`src/rtl/lsr_pkg.sv`:
```
// Package: bit positions and widths for the UART line status byte.
// Assumes: one clock domain; every bit of the byte is registered.
package lsr_pkg;
    localparam int STATUS_W     = 8;
    localparam int NUM_ERR_FLAGS = 4;   // break, framing, parity, overrun

    // Bit positions (decoded by software, so they are fixed).
    localparam int BIT_RDY      = 0;
    localparam int BIT_OVR      = 1;    // first sticky error flag
    localparam int BIT_PAR      = 2;
    localparam int BIT_FRM      = 3;
    localparam int BIT_BRK      = 4;
    localparam int BIT_HOLD_MT  = 5;
    localparam int BIT_ALL_MT   = 6;
    localparam int BIT_ERR_SUM  = 7;

    localparam logic [STATUS_W-1:0] STATUS_RESET = 8'h60;

    typedef enum logic {
        MODE_CHAR = 1'b0,
        MODE_FIFO = 1'b1
    } uart_mode_e;
endpackage

```
`src/rtl/lsr_sticky_flag.sv`:
```
// Module: one sticky error flag, set by an event pulse and cleared by a read.
// Assumes: rd_i is a one-cycle strobe. An event in the read cycle wins over
// the clear, so no event is lost.
module lsr_sticky_flag (
    input  logic clk,
    input  logic rst_n,
    input  logic evt_i,
    input  logic rd_i,
    output logic flag_o
);
    // Purpose: keep the flag; set wins over clear-on-read.
    always_ff @(posedge clk) begin
        if (!rst_n)     flag_o <= 1'b0;
        else if (evt_i) flag_o <= 1'b1;
        else if (rd_i)  flag_o <= 1'b0;
    end

    AST_FLAG_SETS:  assert property (@(posedge clk) disable iff (!rst_n) evt_i |=> flag_o);
    AST_FLAG_HOLDS: assert property (@(posedge clk) disable iff (!rst_n) (flag_o && !rd_i) |=> flag_o);
    AST_FLAG_CLRS:  assert property (@(posedge clk) disable iff (!rst_n) (rd_i && !evt_i) |=> !flag_o);
    AST_FLAG_KEEPS: assert property (@(posedge clk) disable iff (!rst_n) (rd_i && evt_i) |=> flag_o);
endmodule

```
`src/rtl/lsr_err_summary.sv`:
```
// Module: FIFO-mode error summary bit. Set by a parity, framing or break event.
// Cleared by a read. Held at 0 whenever character mode is selected.
// Assumes: err_evt_i holds the error pulses that count toward the summary.
module lsr_err_summary #(
    parameter int N_SRC = 3
) (
    input  logic             clk,
    input  logic             rst_n,
    input  logic             fifo_mode_i,
    input  logic [N_SRC-1:0] err_evt_i,
    input  logic             rd_i,
    output logic             sum_o
);
    logic any_evt;

    // Purpose: merge the contributing error pulses.
    always_comb any_evt = |err_evt_i;

    // Purpose: keep the summary; forced to 0 in character mode.
    always_ff @(posedge clk) begin
        if (!rst_n)                          sum_o <= 1'b0;
        else if (fifo_mode_i != 1'b1)        sum_o <= 1'b0;
        else if (any_evt)                    sum_o <= 1'b1;
        else if (rd_i)                       sum_o <= 1'b0;
    end

    AST_SUM_CHAR_ZERO: assert property (@(posedge clk) disable iff (!rst_n) !fifo_mode_i |=> !sum_o);
    AST_SUM_SETS:      assert property (@(posedge clk) disable iff (!rst_n) (fifo_mode_i && any_evt) |=> sum_o);
    AST_SUM_CLRS:      assert property (@(posedge clk) disable iff (!rst_n) (rd_i && !any_evt) |=> !sum_o);
endmodule

```
`src/rtl/lsr_tx_status.sv`:
```
// Module: registers the two transmit-empty bits.
// Assumes: the transmitter drives the levels in the meaning of the current mode
// (holding stage in character mode, transmit FIFO in FIFO mode).
module lsr_tx_status (
    input  logic clk,
    input  logic rst_n,
    input  logic hold_empty_i,
    input  logic shift_idle_i,
    output logic hold_empty_o,
    output logic all_empty_o
);
    // Purpose: sample both levels; reset shows the transmitter as empty.
    always_ff @(posedge clk) begin
        if (!rst_n) begin
            hold_empty_o <= 1'b1;
            all_empty_o  <= 1'b1;
        end else begin
            hold_empty_o <= hold_empty_i;
            all_empty_o  <= hold_empty_i & shift_idle_i;
        end
    end

    AST_HOLD_SET:  assert property (@(posedge clk) disable iff (!rst_n) hold_empty_i |=> hold_empty_o);
    AST_HOLD_CLR:  assert property (@(posedge clk) disable iff (!rst_n) !hold_empty_i |=> !hold_empty_o);
    AST_ALL_NEEDS: assert property (@(posedge clk) disable iff (!rst_n) !(hold_empty_i && shift_idle_i) |=> !all_empty_o);
    AST_ALL_IMPL:  assert property (@(posedge clk) disable iff (!rst_n) all_empty_o |-> hold_empty_o);
endmodule

```
`src/rtl/line_status_unit.sv`:
```
// Module: top of the UART line status byte. Combines the sticky receive-error
// flags, the FIFO error summary, the transmit-empty bits and data-ready.
// Assumes: all inputs are synchronous to clk; the error inputs and status_rd_i
// are one-cycle pulses; every status bit is registered (one edge of latency).
module line_status_unit
    import lsr_pkg::*;
(
    input  logic                clk,
    input  logic                rst_n,
    input  logic                fifo_mode_i,
    input  logic                rx_parity_err_i,
    input  logic                rx_frame_err_i,
    input  logic                rx_break_i,
    input  logic                rx_overrun_i,
    input  logic                rx_data_present_i,
    input  logic                tx_hold_empty_i,
    input  logic                tx_shift_idle_i,
    input  logic                status_rd_i,
    output logic [STATUS_W-1:0] status_o
);
    localparam int SUM_SRC = NUM_ERR_FLAGS - 1;   // overrun does not count

    logic [NUM_ERR_FLAGS-1:0] err_evt;   // index 0 = overrun ... 3 = break
    logic [NUM_ERR_FLAGS-1:0] err_flag;
    logic                     err_sum;
    logic                     hold_mt;
    logic                     all_mt;
    logic                     rdy_q;

    // Purpose: order the error pulses to match their bit positions 1..4.
    always_comb err_evt = {rx_break_i, rx_frame_err_i, rx_parity_err_i, rx_overrun_i};

    // One sticky flag for each error bit.
    for (genvar g = 0; g < NUM_ERR_FLAGS; g++) begin : g_flag
        lsr_sticky_flag u_flag (
            .clk    (clk),
            .rst_n  (rst_n),
            .evt_i  (err_evt[g]),
            .rd_i   (status_rd_i),
            .flag_o (err_flag[g])
        );
    end

    lsr_err_summary #(.N_SRC(SUM_SRC)) u_sum (
        .clk         (clk),
        .rst_n       (rst_n),
        .fifo_mode_i (fifo_mode_i == MODE_FIFO),
        .err_evt_i   (err_evt[NUM_ERR_FLAGS-1:1]),
        .rd_i        (status_rd_i),
        .sum_o       (err_sum)
    );

    lsr_tx_status u_tx (
        .clk          (clk),
        .rst_n        (rst_n),
        .hold_empty_i (tx_hold_empty_i),
        .shift_idle_i (tx_shift_idle_i),
        .hold_empty_o (hold_mt),
        .all_empty_o  (all_mt)
    );

    // Purpose: follow the receiver's data level; a read does not clear it.
    always_ff @(posedge clk) begin
        if (!rst_n) rdy_q <= 1'b0;
        else        rdy_q <= rx_data_present_i;
    end

    // Purpose: assemble the byte from the registered bits.
    always_comb begin
        status_o                      = '0;
        status_o[BIT_RDY]             = rdy_q;
        status_o[BIT_BRK:BIT_OVR]     = err_flag;
        status_o[BIT_HOLD_MT]         = hold_mt;
        status_o[BIT_ALL_MT]          = all_mt;
        status_o[BIT_ERR_SUM]         = err_sum;
    end

    AST_RDY_FOLLOWS: assert property (@(posedge clk) disable iff (!rst_n) rx_data_present_i |=> status_o[BIT_RDY]);
    AST_RDY_DROPS:   assert property (@(posedge clk) disable iff (!rst_n) !rx_data_present_i |=> !status_o[BIT_RDY]);
    AST_RD_KEEPS_TX: assert property (@(posedge clk) disable iff (!rst_n)
                         (status_rd_i && $stable(tx_hold_empty_i) && $stable(tx_shift_idle_i))
                         |=> $stable(status_o[BIT_ALL_MT:BIT_HOLD_MT]));
    AST_OVR_NO_SUM:  assert property (@(posedge clk) disable iff (!rst_n)
                         (rx_overrun_i && !rx_parity_err_i && !rx_frame_err_i && !rx_break_i && !err_sum && status_rd_i)
                         |=> !status_o[BIT_ERR_SUM]);
endmodule

```
`config.mk`:
```
export PLATFORM = sky130hd
export DESIGN_NAME = line_status_unit
export DESIGN_NICKNAME = d
export VERILOG_FILES = /design/src/rtl/lsr_pkg.sv /design/src/rtl/lsr_sticky_flag.sv /design/src/rtl/lsr_err_summary.sv /design/src/rtl/lsr_tx_status.sv /design/src/rtl/line_status_unit.sv
export SDC_FILE = /design/constraint.sdc
export NUM_CORES = 1
export LEC_CHECK = 0
export BUFFER_PORTS_ARGS = -buffer_cell sky130_fd_sc_hd__buf_2
export CAP_MARGIN = 20
export CORE_AREA = 5 5 42 44
export CTS_CLUSTER_DIAMETER = 50
export CTS_CLUSTER_SIZE = 30
export DETAILED_ROUTE_END_ITERATION = 16
export DIE_AREA = 0 0 47 49
export SYNTH_ARGS = -nofsm -noshare
export SYNTH_HDL_FRONTEND = slang
export SYNTH_SLANG_ARGS = --single-unit
```
`constraint.sdc`:
```
create_clock -name clk -period 0.8 [get_ports clk]
set_input_delay 0.16 -clock clk [delete_from_list [all_inputs] [get_ports clk]]
set_output_delay 0.16 -clock clk [all_outputs]
set_load 0.01 [all_outputs]
```
[Word-level counts from Yosys, hierarchy flattened]
Cells that the tools add are included.
Storage, ports and cells
  input port bits: 11
  output and inout bits: 8
  bits in registers: 8
Operators by class
  bitwise logic cells: 1
  reductions and logical operators: 7
  muxes and demuxes: 6
Operators with widths (count)
  nonzero test 2 bit: 5
  two-way mux 1 bit: 6
  OR reduction 3 bit: 1
  AND reduction 2 bit: 1
  bitwise AND 1 bit: 1

[Depth between registers and ports, before layout]
  depth in word-level cells: 2
  depth in mapped cells: 2

[Hierarchy]
Synthesis repeated with hierarchy kept, for this count alone.
Unflattened totals
  cells, all modules: 27
  area, all modules: 330.3 µm²
Modules (own cells, without submodules)
  lsr_sticky_flag: area each 41.3 µm², cells an instance 3, instances 4
  line_status_unit: area each 56.3 µm², cells an instance 6, instances 1
  lsr_tx_status: area each 56.3 µm², cells an instance 4, instances 1
  lsr_err_summary: area each 52.6 µm², cells an instance 5, instances 1

[Worst setup path after synthesis]
Ideal clock, no wire load.
  kind: reg2reg
  start point: register, netlist name g_flag[0].u_flag.flag_o
  end point: register g_flag[0].u_flag.flag_o
  clock period less this slack: 0.659 ns
  stages on the path, launching flop included: 3
  required time: 0.685 ns
  arrival time: 0.545 ns
  path slack: 0.141 ns
  cells stage by stage: dfxtp_1 > nor2b_1 > o21a_1
RTL lines
  end signal: assignment: RTL line lsr_sticky_flag.sv:13  | if (!rst_n) flag_o <= 1'b0;
  end signal: assignment: RTL line lsr_sticky_flag.sv:14  | else if (evt_i) flag_o <= 1'b1;
  end signal: assignment: RTL line lsr_sticky_flag.sv:15  | else if (rd_i) flag_o <= 1'b0;
  end: declaration: RTL line lsr_sticky_flag.sv:9  | output logic flag_o

[Worst setup path after layout]
  start point: register g_flag[3].u_flag.flag_o
  end point: output status_o[4]
RTL lines
  start: declaration: RTL line lsr_sticky_flag.sv:9
  start signal: assignment: RTL line lsr_sticky_flag.sv:13
  start signal: assignment: RTL line lsr_sticky_flag.sv:14
  start signal: assignment: RTL line lsr_sticky_flag.sv:15
  end: declaration: RTL line line_status_unit.sv:19  | output logic [STATUS_W-1:0] status_o
No word-level cell between the ends.

==> flow_summary.json <==
{
  "worstPathMaxFanout": 2,
  "p_sw_share_pct": 22.2,
  "finalNetCount": 58,
  "pwr-share-clk_pct": 35.1,
  "seq_power_share_pct": 50.8,
  "p_per_area_nw_per_um2": 1990,
  "routabilityCongestion": 0.629,
  "firstDrtPassIters": 3,
  "clock_latency_ns": 0.25,
  "synth-main-ff-cell": "dfxtp_1",
  "ant_nets": 0,
  "cts_buffers": 3,
  "ys_ff_latch": 8,
  "synth_commonest_cells": "8 x buf_4, 8 x dfxtp_1, 4 x nor2b_1, 4 x o21a_1, 3 x nand2_1",
  "die_w_um": 47,
  "port_buffers": 18,
  "root_buffer": "clkbuf_4",
  "grt_max_degree": 9,
  "grt_overflow": 0,
  "core_area_um2": 1400,
  "antenna_found_initial": 0,
  "grt_pass1_wl_um": 1040,
  "syn_avg_cell_area_um2": 9.89,
  "worstMarginPinSlew_ns": 0.154,
  "max_clock_freq_mhz": 1190,
  "timing.final.crit_share_pct": 105,
  "irDropWorstVdd_mv": 1.03,
  "synth-edff-count": 0,
  "n_fill_cell": 172,
  "layout_setup_ws_ns": -0.0404,
  "io_pins": 19,
  "postCtsHoldBufs": 0,
  "areaGrowthSynthToFinish_pct": 37.2,
  "holdWs_ns": 0.106,
  "drv_cap": 0,
  "slew_headroom_pct": 89.7,
  "drt-total-wl_um": 629,
  "cp.arrival_ns": 0.68,
  "critPathMaxStageDelay_ns": 0.32,
  "slew_viol_final": 0,
  "p_leak_nw": 0.201,
  "first_iter_violations": 1,
  "route.detailed.drc": 0,
  "synthCells": 32,
  "htree_levels": 1,
  "grt_pass1_vias": 248,
  "finClkSkew_ns": 0,
  "period_minus_slack_ns": 0.840,
  "post-cts-setup-buffers": 0,
  "intPower_mw": 0.674,
  "grt_use_total_pct": 6.92,
  "cts_tree": "yes",
  "dp_slack_ns": 0.125,
  "ys.warnings.count": 0,
  "ys_seq_area_share_pct": 50.6,
  "rows": 14,
  "die_h_um": 49,
  "cp_top_family": "flip-flops",
  "yosysUniqueCellTypes": 9,
  "diodes": 0,
  "worstHoldPathType": "in -> reg",
  "comb_power_share_pct": 14.0,
  "hold_viol_final": 0,
  "synth_nets": 43,
  "layout-drive-gt1-share_pct": 62.2,
  "path_class": "reg -> out",
  "vias": 237,
  "vias_per_cell": 3.89,
  "synth_top_cell_area_share_pct": 50.6,
  "synth_top_cell_by_area": "dfxtp_1",
  "die-area_um2": 2300,
  "violations": "negative setup slack",
  "clkTransAtPathRegs_ns": 0.06,
  "rsz0062_at_grt": "yes",
  "crit_path_end_kind": "primary output",
  "status": "finished with violations",
  "worstPathCellList": "buf_6",
  "async_flop_share_pct": 0,
  "clk_path_buf_depth": 2,
  "crit_buf_inv": 1,
  "p_sw_mw": 0.192,
  "routedWlPerCell_um": 10.3,
  "clock-sinks": 8,
  "initial_core_util_pct": 22.6,
  "finalSetupViolations": 8,
  "critPathSlowestCell": "dfxtp_2",
  "synth.area.top_cells": "dfxtp_1 51%, buf_4 19%, o21a_1 9.5%",
  "synth_area_um2": 317,
  "setup.worst_path.start_class": "flop",
  "cp.required_ns": 0.64
}
## worst register-to-register path, cell delays in order (launching register included)
cell	delay (ns)
dfxtp_2	0.32
nor2b_1	0.13
o21a_1	0.16
## repair_timing
item | 4_1_cts | 5_1_grt
resized for setup | 8 | 4
gates cloned | 0 | 0
endpoints found under the setup margin | 8 | 8
hold endpoints to repair | 0 | 0
## layer usage
metal / routed length (um) / GRT usage (%) / vias to the layer above / part of all wire [%]
met5: 0 / 0 / - / 0
met4: 0 / 1.38 / 0 / 0
met3: 101 / 8.12 / 0 / 16
met2: 285 / 9.50 / 13 / 45
met1: 242 / 6.86 / 103 / 38
li1: - / - / 121 / -
## worst paths after layout
kind / start / endpoint / slack, ns / depth (start not counted)
min: tx_shift_idle_i / u_tx.all_empty_o / 0.11 / 3
max: g_flag[3].u_flag.flag_o / status_o[4] / -0.04 / 1
min reg2reg: u_sum.sum_o / u_sum.sum_o / 0.47 / 2
max reg2reg: g_flag[0].u_flag.flag_o / g_flag[0].u_flag.flag_o / 0.09 / 2
## layout by cell type, fill, tap and decap left out
master,n
dfxtp_2,6
o21a_1,4
nor3_1,1
a21oi_1,1
buf_2,12
dfxtp_1,2
nand2b_1,2
and2_2,1
clkbuf_4,3
nor2b_1,4
buf_6,6
nand2_1,3
## power by group through the flow
stage          logic, mW  registers, mW  clock network (mW)
2_1_floorplan     0.0745          0.439                   0
3_3_place_gp       0.101          0.439                   0
3_5_place_dp       0.101          0.440                   0
4_1_cts            0.116          0.437               0.325
5_1_grt            0.134          0.443               0.349
6_report           0.122          0.440               0.304
## final cells by class
type	instances	area [um^2]	share of cell area (%)
sequential	8	168	38.6
timing repair buffer	18	128	29.4
multi-input combinational	16	96.3	22.2
clock buffer	3	22.5	5.19
tap	16	20.0	4.61
## stage by stage
stage	std cells	util [%]	TNS, ns	total power, mW	instance area [um^2]
2_1_floorplan	32	-	0	0.513	317
3_3_place_gp	58	26.2	0	0.539	367
3_5_place_dp	58	26.2	0	0.541	367
4_1_cts	61	29.9	-0.398	0.878	419
5_1_grt	61	31.0	-0.557	0.926	434
6_report	61	31.0	-0.268	0.866	434
## state kept, by name, indices dropped and copies added, names as in the netlist
register	flops
u_sum.sum_o	1
g_flag.u_flag.flag_o	4
u_tx.all_empty_o	1
rdy_q	1
u_tx.hold_empty_o	1
## logic make-up after synthesis
family          count (synthesis)  synth area share, %
compound gates                  5                 11.1
flops                           8                 50.6
simple gates                   11                 19.4
buf+inv                         8                 19.0
No activity file was read; power rests on OpenSTA's default activity.
